==> config.mk <==
export PLATFORM = sky130hd
export DESIGN_NAME = swz_move4
export DESIGN_NICKNAME = d
export VERILOG_FILES = /design/src/rtl/swz_pkg.sv /design/src/rtl/swz_len_scan.sv /design/src/rtl/swz_lane_sel.sv /design/src/rtl/swz_move4.sv
export SDC_FILE = /design/constraint.sdc
export NUM_CORES = 1
export LEC_CHECK = 0
export ABC_AREA = 1
export BUFFER_PORTS_ARGS = -buffer_cell sky130_fd_sc_hd__buf_2
export CORE_MARGIN = 2
export CORE_UTILIZATION = 33
export CTS_CLUSTER_SIZE = 24
export DETAILED_ROUTE_END_ITERATION = 6
export PLACE_DENSITY = 0.66
export SYNTH_ARGS = -nofsm -noshare
export SYNTH_HDL_FRONTEND = slang
export SYNTH_HIERARCHICAL = 1
export SYNTH_SLANG_ARGS = --single-unit
==> constraint.sdc <==
create_clock -name clk -period 0.8 [get_ports clk]
set_clock_uncertainty 0.1 [all_clocks]
set_input_delay 0.08 -clock clk [delete_from_list [all_inputs] [get_ports clk]]
set_output_delay 0.08 -clock clk [all_outputs]
set_load 0.05 [all_outputs]
==> src/rtl/swz_pkg.sv <==
package swz_pkg;
   // Selector code values; codes at or above the source base select lanes.
   localparam int unsigned SZC_SKIP = 0;
   localparam int unsigned SZC_END  = 1;
   localparam int unsigned SZC_ZERO = 2;
   localparam int unsigned SZC_ONE  = 3;
   localparam int unsigned SZC_NUM_SPECIAL = 4;

   localparam logic [31:0] FP32_ONE = 32'h3F80_0000;
endpackage

==> src/rtl/swz_len_scan.sv <==
module swz_len_scan #(
   parameter int LANES = 4,
   parameter int SEL_W = 3,
   localparam int LEN_W = $clog2(LANES + 1)
) (
   input  logic [LANES*SEL_W-1:0] imm,
   output logic [LEN_W-1:0]       sub_len,
   output logic [LANES-1:0]       lane_wr
);
   import swz_pkg::*;

   logic found;

   always_comb begin
      found   = 1'b0;
      sub_len = LEN_W'(LANES);
      lane_wr = '0;
      for (int i = 0; i < LANES; i++) begin
         if (!found && imm[i*SEL_W +: SEL_W] == SEL_W'(SZC_END)) begin
            found   = 1'b1;
            sub_len = LEN_W'(i);
         end
         lane_wr[i] = !found;
      end
   end
endmodule

==> src/rtl/swz_lane_sel.sv <==
module swz_lane_sel #(
   parameter int LANE_W = 32,
   parameter int LANES  = 4,
   parameter int SEL_W  = 3,
   parameter bit SAT_OPT = 1'b1,
   parameter logic [LANE_W-1:0] FP_ONE  = 32'h3F80_0000,
   parameter logic [LANE_W-1:0] INT_ONE = 1,
   parameter logic [LANE_W-1:0] INT_MAX = '1
) (
   input  logic [SEL_W-1:0]        code,
   input  logic [LANES*LANE_W-1:0] src_all,
   input  logic [LANE_W-1:0]       old_val,
   input  logic                    wr_en,
   input  logic                    is_float,
   input  logic                    sat_en,
   output logic [LANE_W-1:0]       lane_out
);
   import swz_pkg::*;

   localparam int SRC_BASE = (1 << SEL_W) - LANES;

   logic [LANES-1:0]  hit;
   logic [LANE_W-1:0] pick;
   logic [LANE_W-1:0] one_val;
   logic              sat_act;

   for (genvar s = 0; s < LANES; s++) begin : g_hit
      assign hit[s] = (code == SEL_W'(SRC_BASE + s));
   end

   always_comb begin
      pick = '0;
      for (int s = 0; s < LANES; s++) begin
         pick = pick | (src_all[s*LANE_W +: LANE_W] & {LANE_W{hit[s]}});
      end
   end

   if (SAT_OPT) begin : g_sat
      assign sat_act = sat_en;
   end else begin : g_nosat
      assign sat_act = 1'b0 & sat_en;
   end

   assign one_val = is_float ? FP_ONE : (sat_act ? INT_MAX : INT_ONE);

   always_comb begin
      if (!wr_en || code == SEL_W'(SZC_SKIP) || code == SEL_W'(SZC_END)) begin
         lane_out = old_val;
      end else if (code == SEL_W'(SZC_ZERO)) begin
         lane_out = '0;
      end else if (code == SEL_W'(SZC_ONE)) begin
         lane_out = one_val;
      end else begin
         lane_out = pick;
      end
   end
endmodule

==> src/rtl/swz_move4.sv <==
module swz_move4 #(
   parameter int LANE_W  = 32,
   parameter int LANES   = 4,
   parameter int SEL_W   = 3,
   parameter bit SAT_OPT = 1'b1,
   localparam int WORD_W = LANES * LANE_W / 2,
   localparam int IMM_W  = LANES * SEL_W,
   localparam int LEN_W  = $clog2(LANES + 1)
) (
   input  logic              clk,
   input  logic              rst_n,
   input  logic              in_valid,
   input  logic [WORD_W-1:0] src_lo,
   input  logic [WORD_W-1:0] src_hi,
   input  logic [WORD_W-1:0] old_lo,
   input  logic [WORD_W-1:0] old_hi,
   input  logic [IMM_W-1:0]  imm,
   input  logic              is_float,
   input  logic              sat_en,
   output logic              out_valid,
   output logic [WORD_W-1:0] dst_lo,
   output logic [WORD_W-1:0] dst_hi,
   output logic [LEN_W-1:0]  dst_len
);
   import swz_pkg::*;

   initial begin
      if ((1 << SEL_W) != LANES + int'(SZC_NUM_SPECIAL))
         $error("swz_move4: selector width must leave exactly four special codes");
      if (LANES % 2 != 0)
         $error("swz_move4: lane count must split evenly over two words");
      if (LANE_W != 32)
         $error("swz_move4: constant encodings assume 32-bit lanes");
   end

   logic [2*WORD_W-1:0] src_all, old_all, nxt_all, dst_all;
   logic [LANES-1:0]    lane_wr;
   logic [LEN_W-1:0]    sub_len;

   assign src_all = {src_hi, src_lo};
   assign old_all = {old_hi, old_lo};

   swz_len_scan #(.LANES(LANES), .SEL_W(SEL_W)) u_len (
      .imm     (imm),
      .sub_len (sub_len),
      .lane_wr (lane_wr)
   );

   for (genvar i = 0; i < LANES; i++) begin : g_lane
      swz_lane_sel #(
         .LANE_W  (LANE_W),
         .LANES   (LANES),
         .SEL_W   (SEL_W),
         .SAT_OPT (SAT_OPT),
         .FP_ONE  (LANE_W'(FP32_ONE)),
         .INT_ONE (LANE_W'(1)),
         .INT_MAX ({LANE_W{1'b1}})
      ) u_sel (
         .code     (imm[i*SEL_W +: SEL_W]),
         .src_all  (src_all),
         .old_val  (old_all[i*LANE_W +: LANE_W]),
         .wr_en    (lane_wr[i]),
         .is_float (is_float),
         .sat_en   (sat_en),
         .lane_out (nxt_all[i*LANE_W +: LANE_W])
      );
   end

   always_ff @(posedge clk or negedge rst_n) begin
      if (!rst_n) begin
         out_valid <= 1'b0;
         dst_all   <= '0;
         dst_len   <= '0;
      end else begin
         out_valid <= in_valid;
         if (in_valid) begin
            dst_all <= nxt_all;
            dst_len <= sub_len;
         end
      end
   end

   assign dst_lo = dst_all[WORD_W-1:0];
   assign dst_hi = dst_all[2*WORD_W-1:WORD_W];
endmodule

==> run_results.csv, run 1 <==
group,metric,value,unit
critical_path,path_class,"input pin to register",
critical_path,critPathLaunch,"imm[1]",
min_path,hold_path_class,"input pin to async pin",
routing,drc,0,
critical_path,rr_startpoint,"dst_all[59]",
floorplan,die_h,194.2,µm
synth,synth_nets,2324,
synth,yosysTopAreaCell,"nand2_1",
timing,relSlewSlack,65.07,%
timing,slew_violations,0,
critical_path,path_max_fanout,8,
timing,setup_viol,261,
critical_path,end_kind,"register",
synth,avgSynthCellArea,5.820,µm²
clock_tree,path_clk_slew,0.07,ns
pwr,switchingPower,14.70,mW
timing,tns,-108.71,ns
global_route,grt_pass1_wl,110700,µm
pwr,power.density,1563,mW/mm²
critical_path,r2r-end,"dst_all[59]",
synth,synth_common_cells,"977 x nand2_1, 248 x nand4_1, 140 x nand3_1",
global_route,met3_usage,9.306,%
clock_tree,cts-buffers-inserted,17,
timing,worstMarginPinSlew,0.5185,ns
synth,yosysMostFrequentCell,"nand2_1",
global_route,antenna_found_initial,13,
routing,vias,18539,
pwr,ir_drop,0.001703,V
place,dp.cells,2965,
floorplan,row_count,69,
critical_path,worstSetupEndpoint,"dst_all[39]",
timing,hold_viol,6,
synth,synth_warnings,6,
global_route,grt_start_max_net_pins,52,
timing,rsz0062_at_grt,"true",
outcome,violations,"hold timing, setup timing",
floorplan,die-area,0.03771,mm²
routing,wire_per_inst,23.72,µm
critical_path,critPathMaxStageDelay,0.18,ns
clock_tree,h-tree-depth,4,
outcome,status,"complete, but fails checks",
synth,synth_top_area_share,30.72,%
pwr,sw_frac_of_total,41.07,%
synth,ys_seq_elements,132,
critical_path,cp_data_arrival_time,1.63,ns
critical_path,critPathSlowestCell,"a21boi_4",
global_route,grt_usage,38.58,%
critical_path,critPathRequiredTime,1.09,ns
timing,timing.final.crit_share,168.1,%
timing,fmax,743.5,MHz
clock_tree,clock-sinks,132,
floorplan,io_pins,405,
clock_tree,cts_tree,"built",
synth,syn_area,0.01194,mm²
pwr,pwr-share-clk,27.0,%
global_route,grt_overflow,0,
global_route,grt_pass1_vias,17805,
final_layout,area_growth,91.93,%
pwr,p_leak,11.99,nW
clock_tree,clk_latency,0.45,ns
synth,yosysUniqueCellTypes,27,
global_route,grtUsageMet1,49.49,%
synth,netlist_top_cells_area,"nand2_1 31%, dfrtp_1 28%, nand4_1 13%",
critical_path,r2r_setup_slack,-0.21,ns
routing,drtIter0Drc,2284,
place,place_hpwl,51060,µm
final_layout,final_nets,3061,
pwr,p_int,21.10,mW
routing,vias_per_cell,5.664,
routing,firstDrtPassIters,6,
floorplan,die_x,194.2,µm
pwr,pwr-share-seq,23.5,%
clock_tree,clockBufferDepth,2,
synth,synthArstFlopShare,100.0,%
timing,fin_ws,-0.5449,ns
synth,yosysSeqAreaShare,27.67,%
synth,synth-edff-count,0,
floorplan,initial_core_util,33.56,%
flow_run,drv_cap,0,
critical_path,worstPathCellList,"buf_8 -> nor2_4 -> nand2_2 -> buf_6 -> nand2_8 -> buf_6 -> inv_4 -> a21boi_4 -> nand2_2 -> nor2_4 -> buf_6 -> buf_12 -> nand2_2 -> nand2_1 -> nand2_1 -> nand2_1",
final_layout,final_layout_size_suffix_gt1_share,41.88,%
global_route,use_met2,60.45,%
critical_path,start_kind,"input pin",
critical_path,r2r_cells,4,
floorplan,core,0.03557,mm²
global_route,grt_busiest_layer,"met2",
timing,hold_slack,-0.07759,ns
timing,fin_crit,1.345,ns
synth,ys.flop_type,"dfrtp_1",
place,io_buffer_count,404,
routing,wl,77630,µm
clock_tree,root_buffer,"clkbuf_16",
final_layout,fin_cells,3273,
routing,ant_nets,0,
place,place_congestion,1.021,
synth,synth_cells,2051,
pwr,combinationalPowerShare,49.5,%
-- cells in the final DEF, fill, tap and decap left out, drive strengths merged, types with 2 or more instances in the layout --
cell / netlist / final
nand3: 144 / 144
dlygate4sd3: 0 / 128
o21bai: 12 / 12
clkinv: 4 / 10
and2: 56 / 56
nand2: 983 / 983
buf: 86 / 741
clkbuf: 72 / 23
a21oi: 2 / 2
nor2: 144 / 145
a21boi: 4 / 4
bufinv: 0 / 7
diode: 0 / 11
inv: 86 / 85
bufbuf: 0 / 2
o21ai: 76 / 76
nand4: 248 / 248
dfrtp: 132 / 132
-- power groups by stage --
stage          clock, mW  combinational, mW  sequential (mW)
6_report            9.66               17.7             8.41
5_1_grt             10.0               18.4             8.47
4_1_cts             9.76               16.0             8.36
3_5_place_dp           0               12.7             8.30
3_3_place_gp           0               12.6             8.30
2_1_floorplan          0               4.01             11.2
-- registers in the layout (all words and copies together) (netlist names) --
name,flops
out_valid,1
dst_len,3
dst_all,128
-- cell type report --
cell class	count	area [µm²]
multi-input cells	1672	9265
clock inverters	13	255.2
flip-flops and latches	132	3311
clock buffers	19	432.9
repair buffers	875	8627
diodes	11	27.53
fillers	3027	12660
well taps	461	576.8
inverters	90	416.7
-- worst min-delay path by stage --
stage                      from            to  slack (ns)
final                     rst_n   dst_all[49]       -0.08
after global routing      rst_n   dst_all[49]       -0.06
after CTS                 rst_n   dst_all[49]       -0.09
after detailed placement  rst_n   dst_all[49]       -0.17
after global placement    rst_n  dst_all[108]       -0.17
after floorplan           rst_n    dst_all[0]       -0.32
-- kinds of logic (layout without fill, tap and decap cells) --
group	after synthesis	after routing	share of synthesized area, %
and+or+nand+nor	1577	1578	58.63
AOI/OAI and AO/OA	94	94	4.308
other	0	11	0
buffers and inverters	248	997	9.391
DFF	132	132	27.67
-- timing repair --
item / CTS / global route
cloned: 19 / 3
gates resized for setup: 509 / 327
endpoints found under the setup margin: 261 / 261
hold buffers: 127 / 1
hold endpoints to repair: 262 / 7
pin swaps: 168 / 242
setup buffers: 75 / 64
-- metal layers --
metal	part of all wire [%]	up-vias
met1	39	8684
met2	45	1352
met4	5.6	4
met3	11	302
met5	0.039	-
li1	-	8197
-- through the flow --
stage / power (mW) / instance area, µm² / setup WS, ns / util, %
3_5_place_dp: 21.01 / 16750 / -0.9824 / 47.09
5_1_grt: 36.89 / 22910 / -0.5836 / 64.41
4_1_cts: 34.08 / 21480 / -0.4980 / 60.39
2_1_floorplan: 15.18 / 12390 / -0.5391 / -
6_report: 35.80 / 22910 / -0.5449 / 64.42
3_3_place_gp: 20.94 / 16750 / -0.9517 / 47.09
-- critical path, delay by kind of cell --
family	cells	cell delay, ns
simple gates	9	0.71
buf+inv	6	0.63
compound gates	1	0.18
(Power assumes the default switching activity.)
==> inputs of run 2 (changes only) <==
--- a/config.mk
+++ b/config.mk
@@ -5,7 +5,6 @@
 export SDC_FILE = /design/constraint.sdc
 export NUM_CORES = 1
 export LEC_CHECK = 0
-export ABC_AREA = 1
 export BUFFER_PORTS_ARGS = -buffer_cell sky130_fd_sc_hd__buf_2
 export CORE_MARGIN = 2
 export CORE_UTILIZATION = 33
==> run 2 against run 1 <==
  * The run still ends with hold timing, setup timing left
  * Total power fell by 0.40%
  * Wire length decreased by 22%
  * Sequential power rose by 2%
  * Register-to-register slack worse by 0.13 ns
  * Synthesized cell count is 47% lower
  * Worst hold slack got worse by 0.032 ns
  * Highest routed layer unchanged
==> run_results.csv, run 2 <==
group,metric,value,unit
timing,fin_ws,-0.6054,ns
routing,firstDrtPassIters,5,
synth,synth_top_area_share,27.57,%
pwr,combinationalPowerShare,54.2,%
global_route,grt_pass1_wl,84760,µm
final_layout,regMostFlops,"dst_all",
pwr,power.density,1713,mW/mm²
clock_tree,path_clk_slew,0.06,ns
place,place_hpwl,41680,µm
global_route,antenna_found_initial,42,
final_layout,multi_input_area,0.008643,mm²
synth,syn_area,0.01198,mm²
synth,synth_warnings,6,
synth,synthArstFlopShare,100.0,%
pwr,p_int,22.36,mW
synth,yosysMostFrequentCell,"dfrtp_1",
clock_tree,clockBufferDepth,2,
pwr,pwr-share-clk,21.8,%
floorplan,die_h,194.5,µm
synth,yosysTopAreaCell,"dfrtp_1",
critical_path,crit_family,"simple AND/OR/NAND/NOR gates",
pwr,switchingPower,13.31,mW
final_layout,largest_reg_flops,128,
critical_path,crit_buf_inv,2,
clock_tree,root_buffer,"clkbuf_16",
place,place_area,0.01686,mm²
synth,yosysSeqAreaShare,27.57,%
critical_path,critPathRequiredTime,1.02,ns
global_route,grt_pass1_vias,12975,
timing,fmax,711.5,MHz
global_route,grt_overflow,0,
critical_path,critPathLaunch,"imm[3]",
min_path,hp-start,"old_lo[12]",
pwr,pwr-share-seq,24.0,%
synth,avgSynthCellArea,11.05,µm²
critical_path,path_class,"input pin to register",
global_route,grt_usage,29.92,%
synth,synth_nets,1357,
final_layout,final_cell_mix,"264 x buf_2, 179 x buf_4, 152 x buf_6",
critical_path,path_max_fanout,24,
timing,worstMarginPinSlew,0.4426,ns
floorplan,die-area,0.03784,mm²
global_route,grt_start_max_net_pins,37,
timing,rsz0062_at_grt,"true",
floorplan,row_count,69,
synth,netlist_top_cells_area,"dfrtp_1 28%, mux2_4 11%, mux2i_1 11%",
synth,synth_common_cells,"132 x dfrtp_1, 129 x nor2b_1, 128 x mux2i_1, 128 x nand4b_1",
synth,yosysUniqueCellTypes,30,
final_layout,final_common_cell,"buf_2",
routing,vias_per_cell,5.884,
timing,hold_slack,-0.1091,ns
pwr,p_leak,9.559,nW
routing,wire_per_inst,27.02,µm
synth,ys_seq_elements,132,
clock_tree,cts_tree,"built",
clock_tree,cts-buffers-inserted,17,
routing,drc,0,
clock_tree,h-tree-depth,4,
timing,setup_viol,263,
clock_tree,clock-sinks,132,
final_layout,area_growth,73.74,%
floorplan,io_pins,405,
final_layout,design_area,0.02081,mm²
synth,synth_cells,1084,
timing,fin_crit,1.405,ns
critical_path,critPathSlowestCell,"or2_4",
critical_path,rr_startpoint,"dst_all[100]",
timing,relSlewSlack,70.50,%
synth,ys.flop_type,"dfrtp_1",
critical_path,cp_data_arrival_time,1.63,ns
critical_path,worstPathCellList,"buf_8 -> nor3b_4 -> or2_4 -> nor3_4 -> o21ai_4 -> buf_12 -> a22o_1 -> mux2_4",
routing,wl,60570,µm
flow_run,drv_cap,0,
synth,synth-edff-count,0,
floorplan,initial_core_util,33.60,%
final_layout,finish.utilization,58.37,%
final_layout,final_layout_size_suffix_gt1_share,58.99,%
final_layout,final_nets,2002,
min_path,hold_path_class,"input pin to register",
routing,vias,13191,
outcome,status,"complete, but fails checks",
timing,slew_violations,0,
timing,timing.final.crit_share,175.7,%
clock_tree,clk_latency,0.43,ns
final_layout,seqCellArea,0.003306,mm²
final_layout,n_fill_cell,2934,
critical_path,start_kind,"input pin",
routing,ant_nets,0,
final_layout,reg.largest.list,"dst_all (128), dst_len (3), out_valid (1)",
timing,tns,-123.76,ns
outcome,violations,"hold timing, setup timing",
pwr,ir_drop,0.001607,V
critical_path,critPathMaxStageDelay,0.30,ns
critical_path,end_kind,"register",
clock_tree,holdBufCountCts,2,
floorplan,die_x,194.5,µm
pwr,totalPowerFinal,35.66,mW
pwr,sw_frac_of_total,37.31,%
floorplan,core,0.03566,mm²
place,io_buffer_count,404,
place,place_congestion,0.9694,
routing,drtIter0Drc,951,
timing,hold_viol,128,
[run 2: worst register-to-register path, stage by stage (launching register included)]
cell and delay [ns]:
dfrtp_1 0.41, buf_4 0.14, buf_4 0.12, mux2_4 0.26
[run 2: final timing paths]
check / slack (ns) / to / cells past startpoint
setup / recovery: -0.61 / dst_all[100] / 8
setup reg to reg: -0.34 / dst_all[100] / 3
hold / removal: -0.11 / dst_all[12] / 3
max in group asynchronous: 0.11 / dst_all[18] / 3
min in group asynchronous: 0.01 / dst_all[27] / 2
hold reg to reg: 0.43 / dst_all[31] / 1
[run 2: power groups by stage]
stage	Sequential, mW	Combinational, mW	Clock, mW
detailed placement	8.47	15.7	0
floorplan	12.0	4.89	0
global route	8.67	20.0	8.18
CTS	8.49	18.1	7.93
global placement	8.45	15.5	0
finish	8.56	19.3	7.77
[run 2: kinds of logic (layout without fill, tap and decap cells)]
group                  count (synthesis)  after routing  synth area share, %
and+or+nand+nor                      282            283                17.64
AOI/OAI and AO/OA                    277            283                20.45
muxes                                259            259                25.83
buffers and inverters                134            784                8.502
DFF                                  132            132                27.57
other                                  0             40                    0
[run 2: metal layers]
| layer | global-route usage, % | up-vias | wire length, µm |
|---|---|---|---|
| met5 | 0 | - | 66 |
| met4 | 16.58 | 10 | 3257 |
| met3 | 5.483 | 186 | 4623 |
| met2 | 45.39 | 776 | 27240 |
| met1 | 40.16 | 6489 | 25380 |
| li1 | - | 5730 | - |
[run 2: area by class of cell]
cell class	instances	area share, %
clock inverter	9	0.5050
antenna	40	0.4809
timing repair buffer	751	36.52
inverter	2	0.08416
tap	461	2.771
sequential	132	15.88
clock buffer	22	2.230
multi-input combinational	825	41.53
[run 2: through the flow]
stage | hold slack, ns | setup slack, ns | cells
2_1_floorplan | -0.3156 | -0.8168 | 1084
3_3_place_gp | -0.1061 | -1.020 | 2028
3_5_place_dp | -0.1028 | -1.052 | 2028
4_1_cts | -0.1353 | -0.5614 | 2151
5_1_grt | -0.1199 | -0.6304 | 2237
6_report | -0.1091 | -0.6054 | 2242
[run 2: repair_timing]
item                                    4_1_cts  5_1_grt
pin swaps                                    33       35
endpoints found under the setup margin      263      263
endpoints found under the hold margin       261      128
setup buffers                                69       43
resized for setup                           296      149
gates cloned                                 21       12
